===== src/rtl/ere_pkg.sv =====
`timescale 1ns/1ps
package ere_pkg;
    localparam int BLK_W = 17;
    localparam int SZ_W  = 25;
    localparam int EXT_W = BLK_W + SZ_W;
    localparam logic [BLK_W-1:0] BLK_MAX = 17'd65536;
    localparam logic [SZ_W-1:0]  SZ_MAX  = 25'd16776960;

    typedef enum logic [1:0] {
        FS_IDLE,
        FS_FILL,
        FS_DONE
    } fill_state_e;
endpackage


===== src/rtl/ere_region_table.sv =====
`timescale 1ns/1ps
module ere_region_table
    import ere_pkg::*;
#(
    parameter int MAX_REGIONS = 4,
    parameter int CNT_W = $clog2(MAX_REGIONS + 1),
    parameter int DA_W  = $clog2(MAX_REGIONS * 4)
) (
    input  logic                                 clk,
    input  logic                                 rst_n,
    input  logic                                 cfg_we,
    input  logic                                 cfg_clear,
    input  logic [BLK_W-1:0]                     cfg_blocks,
    input  logic [SZ_W-1:0]                      cfg_size,
    output logic                                 cfg_err,
    output logic [CNT_W-1:0]                     region_count,
    output logic [MAX_REGIONS-1:0][EXT_W-1:0]    end_o,
    output logic [MAX_REGIONS-1:0][SZ_W-1:0]     size_o,
    input  logic [DA_W-1:0]                      desc_addr,
    output logic [7:0]                           desc_data
);
    logic [MAX_REGIONS-1:0][BLK_W-1:0] blk_q;
    logic [MAX_REGIONS-1:0][SZ_W-1:0]  size_q;
    logic [CNT_W-1:0]                  count_q;
    logic                              err_q;
    logic                              reject;
    logic [EXT_W-1:0]                  acc;

    assign reject = (cfg_blocks > BLK_MAX) || (cfg_size > SZ_MAX) ||
                    (count_q == CNT_W'(MAX_REGIONS));

    always_ff @(posedge clk) begin
        if (!rst_n) begin
            count_q <= '0;
            err_q   <= 1'b0;
        end else if (cfg_clear) begin
            count_q <= '0;
            err_q   <= 1'b0;
        end else if (cfg_we) begin
            err_q <= reject;
            if (!reject) count_q <= count_q + 1'b1;
        end
    end

    for (genvar i = 0; i < MAX_REGIONS; i++) begin : g_slot
        always_ff @(posedge clk) begin
            if (!rst_n) begin
                blk_q[i]  <= '0;
                size_q[i] <= '0;
            end else if (cfg_we && !cfg_clear && !reject && count_q == CNT_W'(i)) begin
                blk_q[i]  <= cfg_blocks;
                size_q[i] <= cfg_size;
            end
        end
    end

    // Back-to-back layout: each end accumulates the spans before it.
    always_comb begin
        acc = '0;
        for (int i = 0; i < MAX_REGIONS; i++) begin
            acc      = acc + EXT_W'(blk_q[i]) * EXT_W'(size_q[i]);
            end_o[i] = acc;
        end
    end

    always_comb begin
        desc_data = '0;
        for (int i = 0; i < MAX_REGIONS; i++) begin
            if (desc_addr[DA_W-1:2] == (DA_W-2)'(i) && CNT_W'(i) < count_q) begin
                case (desc_addr[1:0])
                    2'd0:    desc_data = 8'(blk_q[i] - 1'b1);
                    2'd1:    desc_data = 8'((blk_q[i] - 1'b1) >> 8);
                    2'd2:    desc_data = 8'(size_q[i] >> 8);
                    default: desc_data = 8'(size_q[i] >> 16);
                endcase
            end
        end
    end

    assign size_o       = size_q;
    assign region_count = count_q;
    assign cfg_err      = err_q;


    count_limit_chk: assert property (@(posedge clk) disable iff (!rst_n)
        region_count <= CNT_W'(MAX_REGIONS));


    reject_hold_chk: assert property (@(posedge clk) disable iff (!rst_n)
        (cfg_we && !cfg_clear && cfg_blocks > BLK_MAX) |=> (cfg_err && $stable(region_count)));


    clear_empty_chk: assert property (@(posedge clk) disable iff (!rst_n)
        cfg_clear |=> (region_count == '0 && !cfg_err));
endmodule


===== src/rtl/ere_lookup.sv =====
`timescale 1ns/1ps
module ere_lookup
    import ere_pkg::*;
#(
    parameter int ADDR_W      = 12,
    parameter int WORD_BYTES  = 4,
    parameter int MAX_REGIONS = 4,
    parameter int CNT_W       = $clog2(MAX_REGIONS + 1),
    parameter int WB_LOG      = $clog2(WORD_BYTES),
    parameter int WADDR_W     = ADDR_W - WB_LOG
) (
    input  logic [ADDR_W-1:0]                    offset,
    input  logic [CNT_W-1:0]                     count,
    input  logic [MAX_REGIONS-1:0][EXT_W-1:0]    end_i,
    input  logic [MAX_REGIONS-1:0][SZ_W-1:0]     size_i,
    output logic [WADDR_W-1:0]                   base_word,
    output logic [SZ_W-1:0]                      words
);
    localparam logic [SZ_W-1:0] DEV_WORDS = SZ_W'(1) << WADDR_W;

    logic found;

    always_comb begin
        found     = 1'b0;
        base_word = '0;
        words     = '0;
        if (count == '0) begin
            words = DEV_WORDS;
        end else begin
            for (int i = 0; i < MAX_REGIONS; i++) begin
                if (!found && CNT_W'(i) < count && EXT_W'(offset) < end_i[i]) begin
                    found     = 1'b1;
                    base_word = offset[ADDR_W-1:WB_LOG] &
                                ~WADDR_W'((size_i[i] - 1'b1) >> WB_LOG);
                    words     = size_i[i] >> WB_LOG;
                    if (words == '0) words = SZ_W'(1);
                end
            end
        end
    end
endmodule


===== src/rtl/ere_fill_seq.sv =====
`timescale 1ns/1ps
module ere_fill_seq
    import ere_pkg::*;
#(
    parameter int WADDR_W = 10
) (
    input  logic               clk,
    input  logic               rst_n,
    input  logic               start,
    input  logic [WADDR_W-1:0] base_word,
    input  logic [SZ_W-1:0]    words,
    output logic               busy,
    output logic               done,
    output logic               mem_we,
    output logic [WADDR_W-1:0] mem_addr
);
    fill_state_e        state_q, state_d;
    logic [WADDR_W-1:0] addr_q;
    logic [SZ_W-1:0]    remain_q;

    always_comb begin
        state_d = state_q;
        unique case (state_q)
            FS_IDLE: if (start) state_d = (words == '0) ? FS_DONE : FS_FILL;
            FS_FILL: if (remain_q == SZ_W'(1)) state_d = FS_DONE;
            FS_DONE: state_d = FS_IDLE;
            default: state_d = FS_IDLE;
        endcase
    end

    always_ff @(posedge clk) begin
        if (!rst_n) begin
            state_q  <= FS_IDLE;
            addr_q   <= '0;
            remain_q <= '0;
        end else begin
            state_q <= state_d;
            if (state_q == FS_IDLE && start) begin
                addr_q   <= base_word;
                remain_q <= words;
            end else if (state_q == FS_FILL) begin
                addr_q   <= addr_q + 1'b1;
                remain_q <= remain_q - 1'b1;
            end
        end
    end

    always_comb begin
        busy     = (state_q != FS_IDLE);
        mem_we   = (state_q == FS_FILL);
        done     = (state_q == FS_DONE);
        mem_addr = addr_q;
    end


    done_pulse_chk: assert property (@(posedge clk) disable iff (!rst_n)
        done |=> !done);


    busy_hold_chk: assert property (@(posedge clk) disable iff (!rst_n)
        (busy && !done) |=> busy);


    addr_step_chk: assert property (@(posedge clk) disable iff (!rst_n)
        (mem_we && $past(mem_we)) |-> (mem_addr == $past(mem_addr) + 1'b1));


    busy_ignore_chk: assert property (@(posedge clk) disable iff (!rst_n)
        (mem_we && start) |=> (remain_q == $past(remain_q) - 1'b1));
endmodule


===== src/rtl/erase_region_engine.sv =====
`timescale 1ns/1ps
module erase_region_engine
    import ere_pkg::*;
#(
    parameter int ADDR_W      = 12,
    parameter int WORD_BYTES  = 4,
    parameter int MAX_REGIONS = 4,
    parameter int CNT_W       = $clog2(MAX_REGIONS + 1),
    parameter int DA_W        = $clog2(MAX_REGIONS * 4),
    parameter int WADDR_W     = ADDR_W - $clog2(WORD_BYTES)
) (
    input  logic                    clk,
    input  logic                    rst_n,
    input  logic                    cfg_we,
    input  logic                    cfg_clear,
    input  logic [BLK_W-1:0]        cfg_blocks,
    input  logic [SZ_W-1:0]         cfg_size,
    output logic                    cfg_err,
    output logic [CNT_W-1:0]        region_count,
    input  logic [DA_W-1:0]         desc_addr,
    output logic [7:0]              desc_data,
    input  logic                    erase_req,
    input  logic [ADDR_W-1:0]       erase_offset,
    output logic                    busy,
    output logic                    done,
    output logic                    mem_we,
    output logic [WADDR_W-1:0]      mem_addr,
    output logic [WORD_BYTES*8-1:0] mem_wdata
);
    logic [MAX_REGIONS-1:0][EXT_W-1:0] region_end;
    logic [MAX_REGIONS-1:0][SZ_W-1:0]  region_size;
    logic [WADDR_W-1:0]                hit_base;
    logic [SZ_W-1:0]                   hit_words;

    ere_region_table #(.MAX_REGIONS(MAX_REGIONS), .CNT_W(CNT_W), .DA_W(DA_W)) table_i (
        .clk(clk), .rst_n(rst_n), .cfg_we(cfg_we), .cfg_clear(cfg_clear),
        .cfg_blocks(cfg_blocks), .cfg_size(cfg_size), .cfg_err(cfg_err),
        .region_count(region_count), .end_o(region_end), .size_o(region_size),
        .desc_addr(desc_addr), .desc_data(desc_data)
    );

    ere_lookup #(.ADDR_W(ADDR_W), .WORD_BYTES(WORD_BYTES), .MAX_REGIONS(MAX_REGIONS),
                 .CNT_W(CNT_W), .WADDR_W(WADDR_W)) lookup_i (
        .offset(erase_offset), .count(region_count), .end_i(region_end),
        .size_i(region_size), .base_word(hit_base), .words(hit_words)
    );

    ere_fill_seq #(.WADDR_W(WADDR_W)) fill_i (
        .clk(clk), .rst_n(rst_n), .start(erase_req), .base_word(hit_base),
        .words(hit_words), .busy(busy), .done(done), .mem_we(mem_we),
        .mem_addr(mem_addr)
    );

    assign mem_wdata = '1;
endmodule


===== config.mk =====
export PLATFORM = sky130hd
export DESIGN_NAME = erase_region_engine
export DESIGN_NICKNAME = d
export VERILOG_FILES = /design/src/rtl/ere_pkg.sv /design/src/rtl/ere_region_table.sv /design/src/rtl/ere_lookup.sv /design/src/rtl/ere_fill_seq.sv /design/src/rtl/erase_region_engine.sv
export SDC_FILE = /design/constraint.sdc
export NUM_CORES = 2
export LEC_CHECK = 0
export BUFFER_PORTS_ARGS = -buffer_cell sky130_fd_sc_hd__buf_2
export CORE_ASPECT_RATIO = 1.1
export CORE_UTILIZATION = 35
export DETAILED_ROUTE_END_ITERATION = 10
export HOLD_SLACK_MARGIN = 0.15
export PLACE_DENSITY_LB_ADDON = 0.08
export SLEW_MARGIN = 10
export SYNTH_ARGS = -nofsm -noshare
export SYNTH_HDL_FRONTEND = slang
export SYNTH_HIERARCHICAL = 1
export SYNTH_SLANG_ARGS = --single-unit

===== constraint.sdc =====
create_clock -name clk -period 18.3 [get_ports clk]
set_input_delay 3.66 -clock clk [delete_from_list [all_inputs] [get_ports clk]]
set_output_delay 3.66 -clock clk [all_outputs]
set_load 0.03 [all_outputs]

# Word level (Yosys, flattened, before mapping)
# Cells that the tools add are included.
# word_totals
ff_bits	209
output_inout_bits	57
wordCells	140
# op_classes
n_addsub	14
multipliers	4
n_lt_le_gt_ge	10
n_eq_ne	14
muxes	36
bitwise_logic	10
reduce_logical	39
# ops
op	n
$lt 12x42->1	4
$mul 17x25->42	4
$mux 25	6
$add 42x42->42	3
$logic_not 25->1	5
$mux 23	5
$pmux 8 s3	4
$mux 10	7
$sub 16x1->16 const B	4
$sub 12x1->12 const B	4
$and 10x10->10	4
$not 10->10	4
$mux 8	4
$eq 25x1->1 const B	1
$gt 25x24->1 const B	1
$sub 25x1->25 const B	1
$logic_and 1x1->1	18
$gt 17x17->1 const B	1
$add 10x1->10 const B	1
$eq 2x2->1 const B	4
$eq 2x1->1 const B	3
$eq 3x2->1 const B	2
$logic_not 2->1	3
$lt 1x3->1 const A	2
16 further kinds	32

# Depth between registers and ports, before layout
# logic_depth
depth_word	24
depth_mapped	91

# By module
# The synthesis kept the hierarchy.
# modules_own_cells
mod	instances	cells_per_inst	area_per_inst_um2	seq_area_each_um2
ere_region_table	1	7558	64697.0	3443.3
ere_lookup	1	461	3164.3	0.0
ere_fill_seq	1	272	2134.5	740.7
erase_region_engine	1	33	244.0	0.0

# Worst setup path before layout
# Ideal clock, no wire load.
# synth_timing
kind	register -> register
from	register table_i/blk_q[2] in the netlist's numbering
to	register fill_i.state_q[1]
arrival_ns	20.229
required_time_ns	18.227
path_slack_ns	-2.003
stages_incl_launch_ff	82
n_path_buf	3
cell_sequence	dfxtp_1 -> clkbuf_1 -> clkbuf_1 -> nand2_1 -> fa_1 -> fa_1 -> inv_1 -> ha_1 -> fa_1 -> fa_1 -> inv_1 -> fa_1 -> inv_1 -> ha_1 -> or3_1 -> o21ai_0 -> o21a_1 -> o21bai_1 -> [... 46 more ...] -> o41ai_2 -> nor3_1 -> or3_1 -> a21oi_1 -> xnor2_1 -> xnor2_1 -> nor4_1 -> nand4_1 -> o21ai_0 -> a21boi_4 -> buf_6 -> a22oi_1 -> a2bb2oi_1 -> nor4_1 -> nand4_1 -> nor4_1 -> a21oi_1 -> nor3_2
# synth_lines
element	line_no	rtl
start, declared	ere_region_table.sv:22	logic [MAX_REGIONS-1:0][BLK_W-1:0] blk_q;
start signal, assigned by index	ere_region_table.sv:51	blk_q[i] <= cfg_blocks;
end signal, assigned	ere_fill_seq.sv:37	state_q <= state_d;
end, declared	ere_fill_seq.sv:17	fill_state_e state_q, state_d;

==> results_dict.tcl <==
set metrics [dict create \
    synth.distinct_cells 98 \
    setup_viol 35 \
    slew_headroom_pct 16.03 \
    drtIter0Drc 3226 \
    critPathRequiredTime_ps 18870 \
    hold_path.class "reg -> reg" \
    synth_cells 8324 \
    drtPass1Iterations 6 \
    drv_cap 0 \
    ctsHtreeMaxLevel 1 \
    hold_viol_final 0 \
    globalRouteOverflowTotal 0 \
    grt_pass1_vias 62750 \
    cp_slowest_cell "fa_1" \
    start_kind "flop" \
    fin_skew_ps 59.70 \
    synth_edf_count 0 \
    ys_ff_latch 209 \
    cp_slowest_stage_delay_ps 600 \
    cts-root-buf "clkbuf_16" \
    crit_family "adder cells" \
    path_clk_slew_ps 60 \
    die-area_um2 202500 \
    fillCellCount 20300 \
    ir_drop_mv 0.07803 \
    cp_common_cell "fa_1" \
    synth_area_leaders "fa_1 43%, inv_1 9.7%, ha_1 8.9%" \
    max_freq_mhz 49.60 \
    drive_gt1_share_pct 16.44 \
    rsz0062_at_grt "yes" \
    min_period_ps 20160 \
    status "complete, but fails checks" \
    die_w_um 429.1 \
    cp-end-kind "flop" \
    num_rows 172 \
    ios 120 \
    antenna_left 0 \
    cp.arrival_ps 20730 \
    r2r_slack_ps -1860 \
    num_vias 57360 \
    start_util_pct 35.21 \
    p_leak_uw 0.03722 \
    clk_path_buf_depth 3 \
    final_area_um2 82290 \
    worstMarginPinSlew_ps 1257 \
    placed_cells 11290 \
    drv_slew 0 \
    nNetsFinal 10870 \
    ys_async_sr_fraction_pct 0 \
    detail_route.wl_per_cell_um 22.92 \
    grt_max_degree 87 \
    cts_tree "built" \
    area_delta_synth_final_pct 17.15 \
    netlist.area_leader.share_pct 42.72 \
    dp.final_hpwl_um 214300 \
    setup_ws_ps -1863 \
    clock_latency_ps 660 \
    yosysSeqAreaShare_pct 5.957 \
    hold_buffers 0 \
    cts.sink_count 209 \
    path_max_fanout 5 \
    finalNonFillerCells 11450 \
    syn_area_um2 70240 \
    grt_antenna_before_repair 12 \
    yosysTopAreaCell "fa_1" \
    portBuffers 87 \
    power_uw 1457 \
    finalCritPeriodShare_pct 110.2 \
    cts_buffers 30 \
    violations "setup timing" \
    placed_area_um2 78580 \
    grt_first_pass_wirelength_um 397500 \
    yosys_warnings 6 \
    power_density_nw_per_um2 17.71 \
    routabilityCongestion 0.9159 \
    ys.flop_type "dfxtp_1" \
    criticalPathCategory "reg -> reg" \
    drc 0 \
    via_per_inst 5.009 \
    routed_wl_um 262400 \
    path_buf_inv 18 \
    coreArea_um2 199500 \
    syn_area_per_cell_um2 8.438 \
    die_h_um 471.8 \
    grt.total_usage_pct 26.10 \
]
## worst paths after layout
| path | startpoint | to | depth (start not counted) |
|---|---|---|---|
| worst max-delay path | table_i/blk_q[5] | fill_i/state_q[1] | 81 |
| worst min-delay path | table_i/blk_q[48] | table_i/blk_q[48] | 2 |
| worst max register to register | table_i/blk_q[5] | fill_i/state_q[1] | 81 |
| worst min register to register | table_i/blk_q[48] | table_i/blk_q[48] | 2 |
## final cells by class
class / instances / area [um^2] / area share (%)
multi-input cells: 5810 / 59590 / 72.41
repair buffers: 942 / 7297 / 8.868
inverters: 1820 / 6832 / 8.302
flip-flops and latches: 209 / 4239 / 5.151
well taps: 2610 / 3266 / 3.968
clock buffers: 41 / 882.1 / 1.072
clock inverters: 14 / 173.9 / 0.2113
diodes: 5 / 12.51 / 0.01520
## kinds of logic (layout without fill, tap and decap cells)
logic type / count (synthesis) / in the layout / share of synthesized area [%]
flip-flops: 209 / 209 / 5.957
AND/OR/NAND/NOR: 2707 / 2707 / 17.74
multiplexers: 34 / 34 / 1.003
AO/OA/AOI/OAI: 810 / 810 / 8.094
buffers and inverters: 2337 / 2817 / 12.73
other: 2 / 39 / 0.01069
adder cells (fa/ha/maj): 1996 / 1996 / 51.58
XOR/XNOR: 229 / 229 / 2.886
## layer usage
layer  share of wire [%]  wire length [um]  GRT usage (%)
met1                  41            107600          31.93
met2                  50            132200          47.09
met3                 3.7              9765          2.052
met4                 4.9             12840          10.69
met5              0.0030                 8              0
## report_power, final
| group | internal, uW | total [uW] | switching (uW) |
|---|---|---|---|
| logic | 107 | 331 | 224 |
| registers | 462 | 475 | 12.7 |
| clock network | 378 | 651 | 273 |
| total | 948 | 1460 | 509 |
## Yosys cell counts (9+ instances only)
| library cell | n |
|---|---|
| nor2b_1 | 17 |
| a21boi_0 | 142 |
| o211ai_1 | 14 |
| and2_1 | 522 |
| a2bb2oi_1 | 22 |
| buf_2 | 9 |
| a21oi_1 | 156 |
| buf_1 | 46 |
| buf_4 | 36 |
| or3_1 | 13 |
| or2_2 | 11 |
| a211oi_1 | 23 |
| nand3b_1 | 9 |
| dfxtp_1 | 209 |
| o21ai_1 | 9 |
| o21a_1 | 30 |
| or4_1 | 15 |
| a31oi_1 | 27 |
| nor3_1 | 61 |
| xnor2_1 | 145 |
| nand3_1 | 55 |
| o21ai_0 | 83 |
| o21bai_1 | 26 |
| nor2_1 | 141 |
| a21o_1 | 86 |
| clkbuf_1 | 423 |
| nor4_1 | 79 |
| a22oi_1 | 54 |
| xor2_1 | 82 |
| nand2_1 | 1653 |
| nand4_1 | 33 |
| ha_1 | 497 |
| and3_1 | 28 |
| inv_1 | 1819 |
| mux4_2 | 29 |
| nand2b_1 | 30 |
| fa_1 | 1499 |
| a221oi_1 | 10 |
| a21boi_1 | 31 |
## registers in the layout (all words and copies together) (netlist names)
register              cells
table_i/region_count      3
table_i/cfg_err           1
fill_i/remain_q          25
fill_i/mem_addr          10
table_i/size_o          100
table_i/blk_q            68
fill_i/state_q            2
## worst min-delay path, stage by stage (launching register included)
cell and delay (ps):
dfxtp_1 310, nand2_1 40, a21boi_0 60
## placed cells by master, fill, tap and decap left out, types with 47 or more instances in the layout
| master | synthesis | layout |
|---|---|---|
| fa_1 | 1499 | 1478 |
| ha_4 | 0 | 49 |
| nand2_1 | 1653 | 1641 |
| buf_4 | 36 | 798 |
| o21ai_0 | 83 | 59 |
| inv_2 | 1 | 56 |
| a21oi_1 | 156 | 118 |
| ha_1 | 497 | 442 |
| xnor2_1 | 145 | 119 |
| and2_1 | 522 | 510 |
| nand3_1 | 55 | 47 |
| a21o_1 | 86 | 86 |
| xor2_1 | 82 | 75 |
| a21boi_0 | 142 | 140 |
| nor4_1 | 79 | 72 |
| buf_2 | 9 | 86 |
| nor2_1 | 141 | 132 |
| dfxtp_1 | 209 | 189 |
| nor3_1 | 61 | 58 |
| inv_1 | 1819 | 1764 |
## stage by stage
step	utilization (%)	hold WS [ps]	worst slack [ps]	TNS [ps]
after floorplan	-	446.0	-640.9	-4466
after global placement	39.39	441.6	-2802	-82100
after global routing	41.25	474.0	-2627	-77120
final	41.25	464.6	-1863	-52220
after CTS	40.87	458.8	-1903	-53340
after detailed placement	39.39	449.4	-2893	-86200
## repair_timing
action                     4_1_cts  5_1_grt
gates resized for setup        261      132
setup buffers                   81       38
setup endpoints to repair       35       35
pin swaps                      160      166
gates cloned                     5        0
No activity file was read; power rests on OpenSTA's default activity.
